===== src/rtl/pdac_pkg.sv =====
package pdac_pkg;

    localparam int MAIN_W = 10;
    localparam int SUB_W  = 8;

    typedef enum logic {
        COD_OFFSET = 1'b0,
        COD_TWOS   = 1'b1
    } coding_e;

    typedef enum logic {
        TGT_MAIN = 1'b0,
        TGT_SUB  = 1'b1
    } target_e;

    // Layout of a configuration word on the bus
    typedef struct packed {
        logic              chan_sel;   // 1: channel settings, 0: system settings
        logic [MAIN_W-3:0] spare;
        logic              field;      // coding or target bit
    } cfg_word_t;

    // Decoded bus access
    typedef struct packed {
        logic sys_we;
        logic chan_we;
        logic data_we;
        logic field;
    } bus_cmd_t;

    function automatic bus_cmd_t decode_cmd(input logic stb, input logic mode,
                                            input logic [MAIN_W-1:0] word);
        cfg_word_t cw;
        bus_cmd_t  c;
        cw        = cfg_word_t'(word);
        c.sys_we  = stb && !mode && !cw.chan_sel;
        c.chan_we = stb && !mode && cw.chan_sel;
        c.data_we = stb && mode;
        c.field   = cw.field;
        return c;
    endfunction

    function automatic logic [MAIN_W-1:0] clr_main(input coding_e c);
        return (c == COD_OFFSET) ? (MAIN_W'(1) << (MAIN_W-1)) : '0;
    endfunction

    function automatic logic [SUB_W-1:0] clr_sub(input coding_e c);
        return (c == COD_OFFSET) ? (SUB_W'(1) << (SUB_W-1)) : '0;
    endfunction

endpackage


===== src/rtl/pdac_strobe.sv =====
module pdac_strobe (
    input  logic clk,
    input  logic rst,
    input  logic cs_n,
    input  logic wr_n,
    output logic stb
);
    logic wr_q;

    always_ff @(posedge clk) begin
        if (rst) wr_q <= 1'b1;
        else     wr_q <= wr_n;
    end

    assign stb = !cs_n && wr_n && !wr_q;

    // a commit needs wr_n to have been low at the previous sample
    assert_stb_needs_low_R2: assert property (@(posedge clk) disable iff (rst)
        stb |-> ($past(wr_n) == 1'b0));
endmodule


===== src/rtl/pdac_sysctl.sv =====
module pdac_sysctl
    import pdac_pkg::*;
(
    input  logic    clk,
    input  logic    rst,
    input  logic    we,
    input  logic    field,
    output coding_e coding
);
    always_ff @(posedge clk) begin
        if (rst)     coding <= COD_OFFSET;
        else if (we) coding <= coding_e'(field);
    end

    assert_coding_hold_R3: assert property (@(posedge clk) disable iff (rst)
        !we |=> $stable(coding));
endmodule


===== src/rtl/pdac_chan.sv =====
module pdac_chan
    import pdac_pkg::*;
(
    input  logic              clk,
    input  logic              rst,
    input  logic              cfg_we,
    input  logic              dat_we,
    input  logic [MAIN_W-1:0] data,
    input  logic              ldac_n,
    input  logic              clr_n,
    input  coding_e           coding,
    output logic [MAIN_W-1:0] dac_main,
    output logic [SUB_W-1:0]  dac_sub
);
    target_e           target;
    logic [MAIN_W-1:0] in_main;
    logic [SUB_W-1:0]  in_sub;

    always_ff @(posedge clk) begin
        if (rst)         target <= TGT_MAIN;
        else if (cfg_we) target <= target_e'(data[0]);
    end

    always_ff @(posedge clk) begin
        if (rst) begin
            in_main <= '0;
            in_sub  <= '0;
        end else if (dat_we) begin
            if (target == TGT_SUB) in_sub  <= data[SUB_W-1:0];
            else                   in_main <= data;
        end
    end

    always_ff @(posedge clk) begin
        if (rst) begin
            dac_main <= '0;
            dac_sub  <= '0;
        end else if (!clr_n) begin
            dac_main <= clr_main(coding);
            dac_sub  <= clr_sub(coding);
        end else if (!ldac_n) begin
            dac_main <= in_main;
            dac_sub  <= in_sub;
        end
    end

    assert_hold_main_R6: assert property (@(posedge clk) disable iff (rst)
        (ldac_n && clr_n) |=> $stable(dac_main));
    assert_hold_sub_R6: assert property (@(posedge clk) disable iff (rst)
        (ldac_n && clr_n) |=> $stable(dac_sub));
    assert_follow_R7: assert property (@(posedge clk) disable iff (rst)
        (!ldac_n && clr_n) |=> (dac_main == $past(in_main)) && (dac_sub == $past(in_sub)));
    assert_clear_R8: assert property (@(posedge clk) disable iff (rst)
        !clr_n |=> (dac_main == clr_main($past(coding))) && (dac_sub == clr_sub($past(coding))));
    assert_no_write_R5: assert property (@(posedge clk) disable iff (rst)
        !dat_we |=> $stable(in_main) && $stable(in_sub));
endmodule


===== src/rtl/pdac_reg_if.sv =====
module pdac_reg_if
    import pdac_pkg::*;
#(
    parameter int NCH   = 8,
    localparam int CH_AW = (NCH > 1) ? $clog2(NCH) : 1
) (
    input  logic                  clk,
    input  logic                  rst,
    input  logic                  cs_n,
    input  logic                  wr_n,
    input  logic                  mode,
    input  logic [CH_AW-1:0]      addr,
    input  logic [MAIN_W-1:0]     data,
    input  logic                  ldac_n,
    input  logic                  clr_n,
    output logic [NCH*MAIN_W-1:0] main_dac,
    output logic [NCH*SUB_W-1:0]  sub_dac
);
    logic     stb;
    logic     stb_ok;
    bus_cmd_t cmd;
    coding_e  coding;

    pdac_strobe u_strobe (
        .clk  (clk),
        .rst  (rst),
        .cs_n (cs_n),
        .wr_n (wr_n),
        .stb  (stb)
    );

    // Clear wins over any write committing in the same cycle
    assign stb_ok = stb && clr_n;
    assign cmd    = decode_cmd(stb_ok, mode, data);

    pdac_sysctl u_sys (
        .clk    (clk),
        .rst    (rst),
        .we     (cmd.sys_we),
        .field  (cmd.field),
        .coding (coding)
    );

    logic [NCH-1:0] dat_we_v;

    for (genvar ch = 0; ch < NCH; ch++) begin : g_ch
        logic hit;
        assign hit         = (addr == CH_AW'(ch));
        assign dat_we_v[ch] = cmd.data_we && hit;

        pdac_chan u_chan (
            .clk      (clk),
            .rst      (rst),
            .cfg_we   (cmd.chan_we && hit),
            .dat_we   (dat_we_v[ch]),
            .data     (data),
            .ldac_n   (ldac_n),
            .clr_n    (clr_n),
            .coding   (coding),
            .dac_main (main_dac[ch*MAIN_W +: MAIN_W]),
            .dac_sub  (sub_dac[ch*SUB_W +: SUB_W])
        );
    end

    assert_one_target_R5: assert property (@(posedge clk) disable iff (rst)
        $onehot0(dat_we_v));
    assert_clear_drops_write_R9: assert property (@(posedge clk) disable iff (rst)
        !clr_n |-> (dat_we_v == '0));
    assert_coding_on_cs_R2: assert property (@(posedge clk) disable iff (rst)
        cs_n |=> $stable(coding));
endmodule


===== config.mk =====
export PLATFORM = sky130hd
export DESIGN_NAME = pdac_reg_if
export DESIGN_NICKNAME = d
export VERILOG_FILES = /design/src/rtl/pdac_pkg.sv /design/src/rtl/pdac_strobe.sv /design/src/rtl/pdac_sysctl.sv /design/src/rtl/pdac_chan.sv /design/src/rtl/pdac_reg_if.sv
export SDC_FILE = /design/constraint.sdc
export NUM_CORES = 1
export LEC_CHECK = 0
export ABC_AREA = 1
export ABC_CLOCK_PERIOD_IN_PS = 4200
export BUFFER_PORTS_ARGS = -buffer_cell sky130_fd_sc_hd__buf_4
export CAP_MARGIN = 20
export CORE_UTILIZATION = 24
export CTS_BUF_LIST = sky130_fd_sc_hd__clkbuf_16
export DETAILED_ROUTE_END_ITERATION = 16
export GPL_ROUTABILITY_DRIVEN = 0
export GPL_TIMING_DRIVEN = 1
export PLACE_DENSITY = 0.42
export SLEW_MARGIN = 20
export SYNTH_ARGS = -nofsm -noshare
export SYNTH_HDL_FRONTEND = slang
export SYNTH_SLANG_ARGS = --single-unit

===== constraint.sdc =====
create_clock -name clk -period 4.2 [get_ports clk]
set_input_delay 0.21 -clock clk [delete_from_list [all_inputs] [get_ports clk]]
set_output_delay 0.21 -clock clk [all_outputs]
set_load 0.02 [all_outputs]

# After elaboration in Yosys (flattened, before gate mapping)
# Index checks and enable logic that the tools add are counted.
# word_totals
latchBits,0
input_bits,20
out_inout_bits,144
mem_bits_rw,0
n_memories,0
register_bits,298
elab_cells,136
romBits,0
# classes
n_reduce_logical,44
multipliers,0
add_sub_neg,0
order_cmp,0
muxes,34
n_eq_ne,8
div_mod_pow,0
shifts,0
bitwise,8
# op_table
cell,count
10-bit 2-to-1 mux,17
8-bit 2-to-1 mux,17
2-bit AND reduction,16
1-bit logical AND,23
3-bit equality test (second input constant),4
1-bit NOT,8
3-bit by 2-bit equality test with 1-bit output (second input constant),2
1-bit logical NOT,4
3-bit by 1-bit equality test with 1-bit output (second input constant),1
3-bit logical NOT,1
2-bit inequality test (second input constant),1

# Depth between registers and ports, before layout
# logic_depth
depth_word,7
depth_mapped,9
mapped_depth_nobuf,7

# Modules after synthesis
# Synthesis repeated with hierarchy kept, for this count alone.
# hier_totals
hier_cells,1404
hier_area_um2,11398.4
# by_module_without_submodules
mod,cells_per_inst,area_each_um2,seq_area_each_um2,instances
pdac_chan,170,1395.1,740.7,8
pdac_reg_if,32,155.1,0.0,1
pdac_sysctl,7,45.0,20.0,1
pdac_strobe,5,37.5,20.0,1

# Worst setup path after synthesis
# OpenSTA, ideal clock, no wires.
# synth_timing
path_kind,reg2reg
startpoint,register u_strobe.wr_q
endpoint,register g_ch[4].u_chan.in_sub[0]
synth_period_minus_slack_ns,1.417
path_stages_with_launch,8
path_slack_ns,2.783
t_arrival_ns,1.302
path_buffers,1
required_ns,4.085
setup_time_ns,0.115
path_cell_list,dfxtp_1 > nor2_1 > nand3_4 > nor2_4 > buf_2 > nand3_1 > nand2_1 > nor2_1
# synth_between
elab_chain_cells,6
# synth_lines
item,line_no,text
start: declaration,pdac_strobe.sv:8,logic wr_q;
start signal: assignment,pdac_strobe.sv:12,else wr_q <= wr_n;
1-bit logical NOT,pdac_strobe.sv:15,assign stb = !cs_n && wr_n && !wr_q;
1-bit logical AND,pdac_strobe.sv:15,
1-bit logical AND,pdac_reg_if.sv:33,assign stb_ok = stb && clr_n;
1-bit logical AND,pdac_pkg.sv:38,c.data_we = stb && mode;
1-bit logical AND,pdac_reg_if.sv:49,assign dat_we_v[ch] = cmd.data_we && hit;
2-bit AND reduction (no source line),--,
end signal: assignment,pdac_chan.sv:29,if (target == TGT_SUB) in_sub <= data[SUB_W-1:0];
end: declaration,pdac_chan.sv:17,logic [SUB_W-1:0] in_sub;
# Every way passes these cells.
# A chain may end at the register's enable or synchronous reset.

# Final worst setup path
# layout_timing
startpoint,register u_strobe.wr_q
endpoint,register g_ch[5].u_chan.in_main[4]
# layout_between
elab_chain_cells,6
# layout_lines
item,line_no,text
1-bit logical NOT,pdac_strobe.sv:15,
1-bit logical AND,pdac_strobe.sv:15,
1-bit logical AND,pdac_reg_if.sv:33,
1-bit logical AND,pdac_pkg.sv:38,
1-bit logical AND,pdac_reg_if.sv:49,
2-bit AND reduction (no source line),--,
end signal: assignment,pdac_chan.sv:30,else in_main <= data;
end: declaration,pdac_chan.sv:16,logic [MAIN_W-1:0] in_main;
# Every way passes these cells.

==> reports/qor.csv <==
metric,value,unit
Hold Crit Class,input pin to register,
CP arrival,2.39,ns
wire per inst,15.9,um
drt first pass iters,5,
Reg power frac,0.472,
Max Cap Viol,0,
critical path peak fanout,36,
leakage,6.02,nW
Root Buffer,clkbuf_16,
nature of the critical path endpoint,register,
Sw Ratio,0.246,
DRC viols,0,
unrepaired setup endpoints after global routing,no,
post-synth cell types,22,
die area,49300,sq um
CP max stage cell,nor2_4,
worst-case clock skew,0.00877,ns
largest cells by area after synthesis,"dfxtp_1, nor2_1, nand3_1",
starting density of the core,0.243,
Finished Cell Area,14200,sq um
outcome,"complete, no violations",
# fillers,5174,
Routed Antenna Nets,0,
grt total ovfl,0,
DP Area,13100,sq um
Max Clk Rate,505,MHz
area of all sequential standard cells,5970,sq um
setup TNS,0,ns
insertion delay to the later sink of the worst-skew pair,0.52,ns
CTS Hold Bufs,2,
pin count of the biggest net entering global routing,129,
Die W,222,um
via count,10100,
Final Util,0.298,
io pins,164,
critical path class,register to register,
peak supply drop,0.000192,V
CP Buf/Inv Count,0,
H-tree Lvls,2,
Syn Std Cell Area,11600,sq um
Final Non-Filler Cells,2322,
vias in the first global route,9571,
pwr/cell area,434,nW/um^2
combinational share of power,0.070,
Final Cycle Share,0.472,
syn nets,1620,
Core ar.,47700,sq um
most frequent cells in the layout,"nor2_1, dfxtp_1, nand2_1, nand3_1, buf_4",
max-slew violations,0,
Crit path top cell by count,nor2_1,
clock sinks,298,
# nets final,1706,
sequential-to-total area share from yosys stat,0.514,
Worst Path Required,4.60,ns
GR Util All Layers,0.148,
Post-Syn Area per Cell,7.26,sq um
share of the synthesized area in the top cell type,0.514,
P_int,0.00465,W
Final Hold Vio Count,0,
CTS Buf Count,36,
"Reg clk slew, reported paths",0.06,ns
CTS tree,done,
CP top delay family,simple AND/OR/NAND/NOR gates,
I/O Buffers,163,
setup bufs post-CTS,0,
worst-case clock buffer depth,3,
area of the multi-input gates,4690,sq um
Psw,0.00152,W
Yosys warning count,0,
initial detailed-routing violation count,716,
diode count,0,
Slew headroom,0.291,
Clk pwr share,0.458,
Area Overhead vs Synth,22.5,%
min Tclk post-route,1.98,ns
"area leader, netlist",dfxtp_1,
initial antenna violation count,1,
final setup violation count,0,
first-pass GRT wire length,57800,um
crit path cell chain,"nor2_1, nand3_4, nor2_4, nand3_1, nand2_1, nor2_1",
Detail Placement HPWL,22200,um
Setup crit start kind,register,
CTS resizes,0,
share of cells above drive strength 1,0.135,
total power,0.00617,W
synthesis-stage register bit count,298,
num rows,80,
cell count after synthesis,1600,
Die Y,222,um
Via density,4.36,
"most common cell after layout, fill and taps aside",nor2_1,
max incr delay on CP,0.69,ns
Worst-Margin Slew,1.06,ns
WL final,37000,um
Placed Cells,2260,
## power by group through the flow
stage / clock (W) / combinational [W] / sequential [W]
detailed placement: 0 / 0.000440 / 0.00298
CTS: 0.00293 / 0.000442 / 0.00291
global route: 0.00305 / 0.000480 / 0.00292
global placement: 0 / 0.000438 / 0.00297
floorplan: 0 / 0.000202 / 0.00302
finish: 0.00283 / 0.000433 / 0.00291
## final timing paths
| path | startpoint | cells past startpoint | slack (ns) | end |
|---|---|---|---|---|
| worst max-delay path | u_strobe.wr_q$_SDFF_PP1_ | 6 | 2.22 | g_ch[5].u_chan.in_main[4]$_SDFFE_PP0P_ |
| worst min register to register | g_ch[3].u_chan.in_main[5]$_SDFFE_PP0P_ | 2 | 0.46 | g_ch[3].u_chan.dac_main[5]$_SDFFE_PP0P_ |
| worst min-delay path | rst | 2 | 0.08 | g_ch[6].u_chan.dac_sub[7]$_SDFFE_PP0P_ |
| worst max register to register | u_strobe.wr_q$_SDFF_PP1_ | 6 | 2.22 | g_ch[5].u_chan.in_main[4]$_SDFFE_PP0P_ |
## state kept, by name, indices dropped and copies added, names as in the netlist
signal,cells
g_ch.u_chan.dac_main,80
g_ch.u_chan.in_main,80
g_ch.u_chan.dac_sub,64
g_ch.u_chan.in_sub,64
g_ch.u_chan.target,8
u_strobe.wr_q,1
u_sys.coding,1
## cell type report
type                       instances  share of cell area
clock inverter                    22             0.00827
timing repair buffer             172              0.0937
sequential                       298               0.419
clock buffer                      37              0.0651
multi-input combinational       1068               0.330
tap                              615              0.0541
inverter                         110              0.0294
## through the flow
stage | worst slack [ns] | hold WS (ns)
3_3_place_gp | 1.99 | 0.440
3_5_place_dp | 2.14 | 0.447
5_1_grt | 2.02 | 0.0726
6_report | 2.22 | 0.0752
2_1_floorplan | 2.78 | 0.317
4_1_cts | 2.21 | 0.0462
## Yosys cell counts (all sizes together)
master  number
nand2      211
clkbuf      89
a31oi       16
a21oi      125
nand3      177
inv        108
nor2       406
or2          1
buf         35
o21ai      128
dfxtp      298
clkinv       2
nand4        4
## per-layer routing
metal / share of wire / track usage / routed length (um)
met1: 0.49 / 0.204 / 18300
met2: 0.45 / 0.240 / 16700
met3: 0.042 / 0.0277 / 1540
met4: 0.014 / 0.0320 / 503
met5: 0.00046 / 0 / 17
## cells by family (layout without fill, tap and decap cells)
| family | count (synthesis) | in the layout | synth area share |
|---|---|---|---|
| flip-flops | 298 | 298 | 0.514 |
| AO/OA/AOI/OAI | 269 | 269 | 0.118 |
| buffers and inverters | 234 | 341 | 0.0825 |
| AND/OR/NAND/NOR | 799 | 799 | 0.286 |
No activity file was read; power rests on OpenSTA's default activity.
